**src/rtl/pla_pkg.sv**
```systemverilog
package pla_pkg;
  typedef enum logic [1:0] {
    PLANE_BOTH = 2'd0,
    PLANE_ROM  = 2'd1,
    PLANE_PAL  = 2'd2
  } plane_mode_e;
endpackage

```
**src/rtl/pla_cfg_chain.sv**
```systemverilog
module pla_cfg_chain #(
  parameter int LEN = 16
) (
  input  logic           clk,
  input  logic           rst_n,
  input  logic           shift_en,
  input  logic           shift_bit,
  output logic [LEN-1:0] word,
  output logic           loaded
);
  localparam int CW = $clog2(LEN + 1);

  logic [CW-1:0] cnt;

  always_ff @(posedge clk or negedge rst_n) begin
    if (!rst_n) begin
      word <= '0;
      cnt  <= '0;
    end else if (shift_en) begin
      word <= {word[LEN-2:0], shift_bit};
      if (cnt != CW'(LEN)) cnt <= cnt + 1'b1;
    end
  end

  assign loaded = (cnt == CW'(LEN));

  AST_WORD_FROZEN: assert property (@(posedge clk) disable iff (!rst_n)
    !shift_en |=> $stable(word));
  AST_SHIFT_ENTRY: assert property (@(posedge clk) disable iff (!rst_n)
    shift_en |=> word[0] == $past(shift_bit));
  AST_LOAD_STICKY: assert property (@(posedge clk) disable iff (!rst_n)
    loaded |=> loaded);
  AST_LOAD_BY_SHIFT: assert property (@(posedge clk) disable iff (!rst_n)
    $rose(loaded) |-> $past(shift_en));
endmodule

```
**src/rtl/pla_and_plane.sv**
```systemverilog
module pla_and_plane #(
  parameter int N_SRC = 6,
  parameter int NT    = 8
) (
  input  logic [N_SRC-1:0]      src,
  input  logic [NT*2*N_SRC-1:0] conn,
  output logic [NT-1:0]         term
);
  localparam int N_LIT = 2 * N_SRC;

  logic [N_LIT-1:0] lit;

  for (genvar s = 0; s < N_SRC; s++) begin : g_lit
    assign lit[2*s]   = src[s];
    assign lit[2*s+1] = ~src[s];
  end

  for (genvar t = 0; t < NT; t++) begin : g_term
    logic [N_LIT-1:0] row;
    assign row     = conn[t*N_LIT +: N_LIT];
    assign term[t] = (|row) & (&(lit | ~row));
  end
endmodule

```
**src/rtl/pla_or_plane.sv**
```systemverilog
module pla_or_plane #(
  parameter int NT    = 8,
  parameter int N_OUT = 3
) (
  input  logic [NT-1:0]       term,
  input  logic [NT*N_OUT-1:0] conn,
  input  logic [N_OUT-1:0]    pol,
  output logic [N_OUT-1:0]    f
);
  for (genvar k = 0; k < N_OUT; k++) begin : g_sum
    logic [NT-1:0] col;
    for (genvar t = 0; t < NT; t++) begin : g_col
      assign col[t] = conn[t*N_OUT + k];
    end
    assign f[k] = (|(term & col)) ^ pol[k];
  end
endmodule

```
**src/rtl/pla_array.sv**
```systemverilog
module pla_array #(
  parameter int N_IN  = 4,
  parameter int N_IO  = 2,
  parameter int N_PT  = 8,
  parameter int N_OUT = 3,
  parameter pla_pkg::plane_mode_e MODE = pla_pkg::PLANE_BOTH
) (
  input  logic             clk,
  input  logic             rst_n,
  input  logic             cfg_load,
  input  logic             cfg_bit,
  input  logic [N_IN-1:0]  ded_in,
  input  logic [N_IO-1:0]  pin_di,
  output logic [N_OUT-1:0] pin_do,
  output logic [N_OUT-1:0] pin_oe
);
  import pla_pkg::*;

  localparam int N_SRC    = N_IN + N_IO;
  localparam int N_LIT    = 2 * N_SRC;
  localparam int NT       = (MODE == PLANE_ROM) ? (1 << N_SRC) : N_PT;
  localparam int AND_BITS = (MODE == PLANE_ROM) ? 0 : NT * N_LIT;
  localparam int OR_BITS  = (MODE == PLANE_PAL) ? 0 : NT * N_OUT;
  localparam int POL_OFF  = AND_BITS + OR_BITS;
  localparam int EN_OFF   = POL_OFF + N_OUT;
  localparam int CFG_LEN  = EN_OFF + N_IO;

  logic [CFG_LEN-1:0]  cfg_word;
  logic                loaded;
  logic [N_OUT-1:0]    pol_bits;
  logic [N_IO-1:0]     en_bits;
  logic [N_OUT-1:0]    drive_en;
  logic [N_IO-1:0]     fb_q;
  logic [N_IO-1:0]     pin_src;
  logic [N_SRC-1:0]    src;
  logic [NT*N_LIT-1:0] and_conn;
  logic [NT*N_OUT-1:0] or_conn;
  logic [NT-1:0]       term;
  logic [N_OUT-1:0]    f_val;

  pla_cfg_chain #(.LEN(CFG_LEN)) u_cfg (
    .clk       (clk),
    .rst_n     (rst_n),
    .shift_en  (cfg_load),
    .shift_bit (cfg_bit),
    .word      (cfg_word),
    .loaded    (loaded)
  );

  assign pol_bits = cfg_word[POL_OFF +: N_OUT];
  assign en_bits  = cfg_word[EN_OFF +: N_IO];

  if (MODE == PLANE_ROM) begin : g_and_fixed
    for (genvar m = 0; m < NT; m++) begin : g_min
      for (genvar s = 0; s < N_SRC; s++) begin : g_bit
        assign and_conn[m*N_LIT + 2*s]     = ((m >> s) & 1) != 0;
        assign and_conn[m*N_LIT + 2*s + 1] = ((m >> s) & 1) == 0;
      end
    end
  end else begin : g_and_prog
    assign and_conn = cfg_word[AND_BITS-1:0];
  end

  if (MODE == PLANE_PAL) begin : g_or_fixed
    for (genvar t = 0; t < NT; t++) begin : g_t
      for (genvar k = 0; k < N_OUT; k++) begin : g_k
        assign or_conn[t*N_OUT + k] = ((t % N_OUT) == k);
      end
    end
  end else begin : g_or_prog
    assign or_conn = cfg_word[AND_BITS +: OR_BITS];
  end

  for (genvar k = 0; k < N_OUT; k++) begin : g_drive
    if (k < N_IO) begin : g_pin
      assign drive_en[k] = loaded & en_bits[k];
    end else begin : g_ded
      assign drive_en[k] = loaded;
    end
  end

  for (genvar j = 0; j < N_IO; j++) begin : g_src
    assign pin_src[j] = drive_en[j] ? fb_q[j] : pin_di[j];
  end

  assign src = {pin_src, ded_in};

  pla_and_plane #(.N_SRC(N_SRC), .NT(NT)) u_and (
    .src  (src),
    .conn (and_conn),
    .term (term)
  );

  pla_or_plane #(.NT(NT), .N_OUT(N_OUT)) u_or (
    .term (term),
    .conn (or_conn),
    .pol  (pol_bits),
    .f    (f_val)
  );

  assign pin_oe = drive_en;
  assign pin_do = f_val & drive_en;

  always_ff @(posedge clk or negedge rst_n) begin
    if (!rst_n) fb_q <= '0;
    else        fb_q <= pin_do[N_IO-1:0];
  end

  AST_HIZ_UNLOADED: assert property (@(posedge clk) disable iff (!rst_n)
    !loaded |-> (pin_oe == '0 && pin_do == '0));
endmodule

```
**config.mk**
```make
export PLATFORM = sky130hd
export DESIGN_NAME = pla_array
export DESIGN_NICKNAME = d
export VERILOG_FILES = /design/src/rtl/pla_pkg.sv /design/src/rtl/pla_cfg_chain.sv /design/src/rtl/pla_and_plane.sv /design/src/rtl/pla_or_plane.sv /design/src/rtl/pla_array.sv
export SDC_FILE = /design/constraint.sdc
export NUM_CORES = 1
export LEC_CHECK = 0
export ABC_CLOCK_PERIOD_IN_PS = 4100
export BUFFER_PORTS_ARGS = -buffer_cell sky130_fd_sc_hd__buf_2
export CAP_MARGIN = 20
export CELL_PAD_IN_SITES_DETAIL_PLACEMENT = 0
export CELL_PAD_IN_SITES_GLOBAL_PLACEMENT = 1
export CORE_MARGIN = 1
export CORE_UTILIZATION = 26
export CTS_BUF_LIST = sky130_fd_sc_hd__clkbuf_8
export DETAILED_ROUTE_END_ITERATION = 16
export GPL_TIMING_DRIVEN = 0
export PLACE_DENSITY_LB_ADDON = 0.1
export SETUP_SLACK_MARGIN = 0.3
export SYNTH_ARGS = -nofsm -noshare
export SYNTH_HDL_FRONTEND = slang
export SYNTH_HIERARCHICAL = 1
export SYNTH_SLANG_ARGS = --single-unit
export TNS_END_PERCENT = 1
```
**constraint.sdc**
```tcl
create_clock -name clk -period 4.1 [get_ports clk]
set_input_delay 1.025 -clock clk [delete_from_list [all_inputs] [get_ports clk]]
set_output_delay 1.025 -clock clk [all_outputs]
set_load 0.02 [all_outputs]
```
# Yosys cells after proc, flatten, opt, wreduce, memory -nomap -nowiden
# Cells that the tools add are included.
# totals
latchBits	0
mem_bits_rw	0
rom_bits	0
reg_bits	134
output_inout_bits	6
memories	0
# op_classes
div_mod_pow	0
n_mux	2
n_eq_ne	2
add_sub_neg	1
shifts	0
n_mul	0
reduce_logical	20
n_lt_le_gt_ge	0
n_bitwise	39
# ops
cell	n
inverter 12 bit	8
OR 12 bit	8
AND reduction 12 bit	8
OR reduction 12 bit	8
AND 8 bit	3
OR reduction 8 bit	3
AND 1 bit	10
adder 7 x 1 -> 7 bit, second input constant	1
== test 7 bit, second input constant	1
inequality test 7 bit, second input constant	1
inverter 1 bit	6
AND 3 bit	1
bitwise XOR 1 bit	3
two-way mux 1 bit	2
AND reduction 2 bit	1

# Longest topological paths before layout
# logic_depth
depth_word	11
mapped_depth	14
ltp_nobuf	13

# Hierarchy
# The synthesis kept the hierarchy.
# modules_own_cells
mod	cells_per_inst	instances	area_each_um2
pla_cfg_chain	296	1	5147.4
pla_and_plane	110	1	908.4
pla_or_plane	18	1	140.1
pla_array	10	1	127.6

# Worst setup path after synthesis
# Ideal clock, no wire load.
# synth_path
path_type	reg-to-output
start	register u_cfg.cnt[1]
end	output port pin_do[1]
slack_ps	480
path_buffers	1
arrival_time_ps	2595
required_ps	3075
path_stages_with_launch	15
cell_sequence	dfrtp_1 > inv_1 > ha_1 > nand2_1 > nor2_1 > and2_4 > mux2_4 > buf_6 > mux2i_1 > nand2_1 > nor3_2 > a22oi_1 > nand4_1 > xor2_1 > and3_2
# synth_between
elab_chain_cells	11
# synth_lines
item	line	rtl
start: declaration	pla_cfg_chain.sv:13	logic [CW-1:0] cnt;
start signal: assignment	pla_cfg_chain.sv:21	if (cnt != CW'(LEN)) cnt <= cnt + 1'b1;
== test 7 bit *	pla_cfg_chain.sv:25	assign loaded = (cnt == CW'(LEN));
via loaded	pla_array.sv:29	logic loaded;
AND 1 bit *	pla_array.sv:76	assign drive_en[k] = loaded & en_bits[k];
via pin_oe[1]	pla_array.sv:15	output logic [N_OUT-1:0] pin_oe
two-way mux 1 bit *	pla_array.sv:83	assign pin_src[j] = drive_en[j] ? fb_q[j] : pin_di[j];
via pin_src[1]	pla_array.sv:34	logic [N_IO-1:0] pin_src;
inverter 1 bit	pla_and_plane.sv:15	assign lit[2*s+1] = ~src[s];
OR 12 bit *	pla_and_plane.sv:21	assign term[t] = (|row) & (&(lit | ~row));
AND reduction 12 bit *	pla_and_plane.sv:21	
AND 1 bit *	pla_and_plane.sv:21	
via term[6]	pla_array.sv:38	logic [NT-1:0] term;
AND 8 bit *	pla_or_plane.sv:15	assign f[k] = (|(term & col)) ^ pol[k];
OR reduction 8 bit *	pla_or_plane.sv:15	
bitwise XOR 1 bit *	pla_or_plane.sv:15	
via f_val[1]	pla_array.sv:39	logic [N_OUT-1:0] f_val;
AND 3 bit *	pla_array.sv:102	assign pin_do = f_val & drive_en;
end: declaration	pla_array.sv:14	output logic [N_OUT-1:0] pin_do,
# Mark *: on every way through the listed nets, which the timed path passes. The rest lies on a longest branch.

# Worst setup path in the final report
# layout_path
start	register u_cfg.cnt[1]
end	output port pin_do[1]
# layout_between
elab_chain_cells	11
# layout_lines
item	line
== test 7 bit *	pla_cfg_chain.sv:25
via loaded	pla_array.sv:29
AND 1 bit *	pla_array.sv:76
two-way mux 1 bit *	pla_array.sv:83
via pin_src[0]	pla_array.sv:34
inverter 1 bit	pla_and_plane.sv:15
OR 12 bit *	pla_and_plane.sv:21
AND reduction 12 bit *	pla_and_plane.sv:21
AND 1 bit *	pla_and_plane.sv:21
via term[6]	pla_array.sv:38
AND 8 bit *	pla_or_plane.sv:15
OR reduction 8 bit *	pla_or_plane.sv:15
bitwise XOR 1 bit *	pla_or_plane.sv:15
via f_val[1]	pla_array.sv:39
AND 3 bit *	pla_array.sv:102
# Marks and branches as above.

==> metrics.yaml <==
status:
  outcome: "finished with violations"
  violations: "negative setup slack"
power:
  peakVddDrop_v: 0.000193
  power_density_nw_per_um2: 455
  p_leak_nw: 3.59
job:
  maxCapViolCount: 0
critical_path:
  r2r_end: "fb_q[0]"
  crit_fanout: 8
  critPathRequiredTime_ns: 3.07
  critical_path_class: "reg2out"
  start_kind: "register"
  ff2ff_setup_slack_ns: 1.19
  endpoint_kind: "primary output"
  crit_arrival_ns: 3.30
  r2r-start: "u_cfg/cnt[1]"
  reg2reg_depth: 15
cts:
  hold_buffers: 0
  cts_root_buf: "clkbuf_8"
  cts_buffers: 17
  cts_tree: "done"
  cts.htree.levels: 4
  clockBufferDepth: 2
  clk_pin_slew_ns: 0.07
  clock-sinks: 134
  clkLatencyLatePin_ns: 0.43
floorplanning:
  die_w_um: 158
  chipHeight_um: 158
  ios: 16
  num_rows: 56
  core_um2: 23700
  dieArea_um2: 24900
  initial_core_util_pct: 26.7
routing:
  viasPerCell: 4.53
  drt_iter0_markers: 122
  vias: 3634
  wire_per_inst_um: 16.7
  drc: 0
  routed_wl_mm: 13.4
  ant_nets: 0
  drt-pass1-iter-count: 4
timing:
  fmax_ghz: 0.231
  tightest_slew_ns: 0.482
  setup_viol: 3
  drv_slew: 0
  rsz0062_at_grt: "yes"
  fin_skew_ns: 0.0115
  finalHoldViolCount: 0
  min_period_ns: 4.33
  setup_ws_ns: -0.229
  period_share_pct: 106
  relSlewSlack_pct: 67.9
grt:
  grt_pass1_wl_mm: 22.1
  track_usage_pct: 12.0
  grt_overflow_total: 0
  grt_pass1_vias: 3880
  antenna_found_initial: 0
  grt_start_max_net_pins: 88
logic_synthesis:
  syn-cell-area_um2: 6320
  synth_cell_types: 29
  synth_area_per_cell_um2: 14.6
  yosys_warnings: 6
  syn_inst: 434
  synth_seq_area_share_pct: 53.0
  synth-seq-cells: 134
  syn_nets: 446
final_layout:
  drive_gt1_share_pct: 46.2
  antenna_cells: 0
  synthToLayoutAreaGrowth_pct: 17.8
  final_nets: 483
  final_cell_area_um2: 7450
placed_design:
  placed_area_um2: 6810
  pre_cts_ws_ns: -0.253
  io_buffers: 10
  routabilityCongestion: 0.668
  place_hpwl_mm: 8.57
hold_path:
  hp-class: "in2async"
[repair_timing]
| item | in CTS | in global routing |
|---|---|---|
| setup buffers | 6 | 1 |
| pin swaps | 11 | 13 |
| setup endpoints to repair | 3 | 3 |
| gates resized for setup | 19 | 10 |
| cloned | 0 | 0 |
[placed cells by master (no fill, tap or decap), types with 11 or more instances in the layout]
cell,n
mux2_2,85
mux2_4,42
dfrtp_1,133
nor4_1,24
nand2_1,11
clkbuf_8,20
buf_2,15
mux2i_1,47
nand4_1,11
buf_6,13
[layer usage]
layer  wire length (um)  vias to the layer above  part of all wire [%]  track usage, %
li1                   -                     1698                     -               -
met1               6740                     1904                    50            16.4
met2               6260                       24                    47            18.1
met3                276                        8                   2.1            3.31
met4                140                        0                   1.0            3.71
met5                  0                        -                     0               0
[power by group]
group | internal (mW) | switching (mW)
logic | 0.253 | 0.218
registers | 1.48 | 0.166
clock network | 0.763 | 0.510
total | 2.49 | 0.894
[how the worst max path moves through the flow]
stage | depth (start not counted) | slack (ns) | start | endpoint
4_1_cts | 15 | -0.27 | u_cfg/cnt[1] | pin_do[2]
3_3_place_gp | 15 | -0.23 | u_cfg/cnt[1] | pin_do[0]
6_report | 15 | -0.23 | u_cfg/cnt[1] | pin_do[1]
5_1_grt | 15 | -0.45 | u_cfg/cnt[1] | pin_do[1]
2_1_floorplan | 14 | 0.48 | u_cfg/cnt[1] | pin_do[1]
3_5_place_dp | 15 | -0.25 | u_cfg/cnt[1] | pin_do[0]
[sequential cells by signal, indices dropped and copies added (netlist names)]
register    cells
fb_q            2
u_cfg/cnt       7
u_cfg/word    125
[cells in the mapped netlist]
master	number	area share [%]
buf_2	8	0.63
inv_1	1	0.059
mux2_2	85	15
and2_2	1	0.12
nand2_1	12	0.71
dfrtp_1	134	53
and3_1	8	0.79
buf_4	1	0.12
and3_2	2	0.24
nor2_1	4	0.24
nand3_1	2	0.16
mux2_4	42	10
nand3b_1	1	0.12
a22oi_1	11	1.3
ha_1	2	0.40
nand4_1	11	1.1
nor4_1	24	2.4
xnor2_1	1	0.14
mux2_1	1	0.18
a22oi_2	1	0.20
buf_6	12	2.1
o21ai_0	2	0.16
nand4_2	1	0.20
o21a_1	1	0.12
o21ai_4	1	0.26
mux2i_1	48	7.6
xor2_1	6	0.83
nor3_2	9	1.4
and2_4	2	0.28
[logic make-up (layout without fill, tap and decap cells)]
logic type                 after synthesis  in the layout  share of synthesized area (%)
DFF                                    134            134                           53.0
xor gates and xnor gates                 7              7                          0.970
muxes                                  176            176                           32.9
AOI/OAI and AO/OA                       16             16                           2.04
adders and majority gates                2              2                          0.396
buffers and inverters                   22             71                           2.95
and+or+nand+nor                         77             77                           7.74
[stage by stage]
step	util [%]	hold slack, ns	setup TNS (ns)	power [mW]	std cells
after floorplan	-	0.462	0	1.95	434
after global placement	28.6	0.489	-0.603	2.09	763
after detailed placement	28.7	0.484	-0.625	2.10	764
after CTS	31.2	0.519	-0.792	3.44	801
after global routing	31.5	0.531	-1.33	3.58	802
final	31.5	0.534	-0.636	3.39	802
[critical path, stage by stage (launching register included)]
cell	delay (ns)
dfrtp_1	0.39
inv_1	0.06
ha_2	0.17
nand2_2	0.07
nor2_4	0.14
and2_4	0.17
mux2_4	0.31
buf_12	0.16
mux2i_4	0.16
nand4_1	0.17
nor3_4	0.31
a22oi_2	0.12
nand4_1	0.12
xor2_1	0.18
and3_4	0.21
buf_6	0.11
[cell type report]
type	count	area (um2)
buffer	21	200
clock buffer	20	275
sequential	134	3350
clock inverter	11	180
inverter	1	3.75
tap	319	399
fill	2429	16200
multi-input combinational	278	2890
timing repair buffer	18	149
Note: power is estimated with default switching activity, not from simulation.
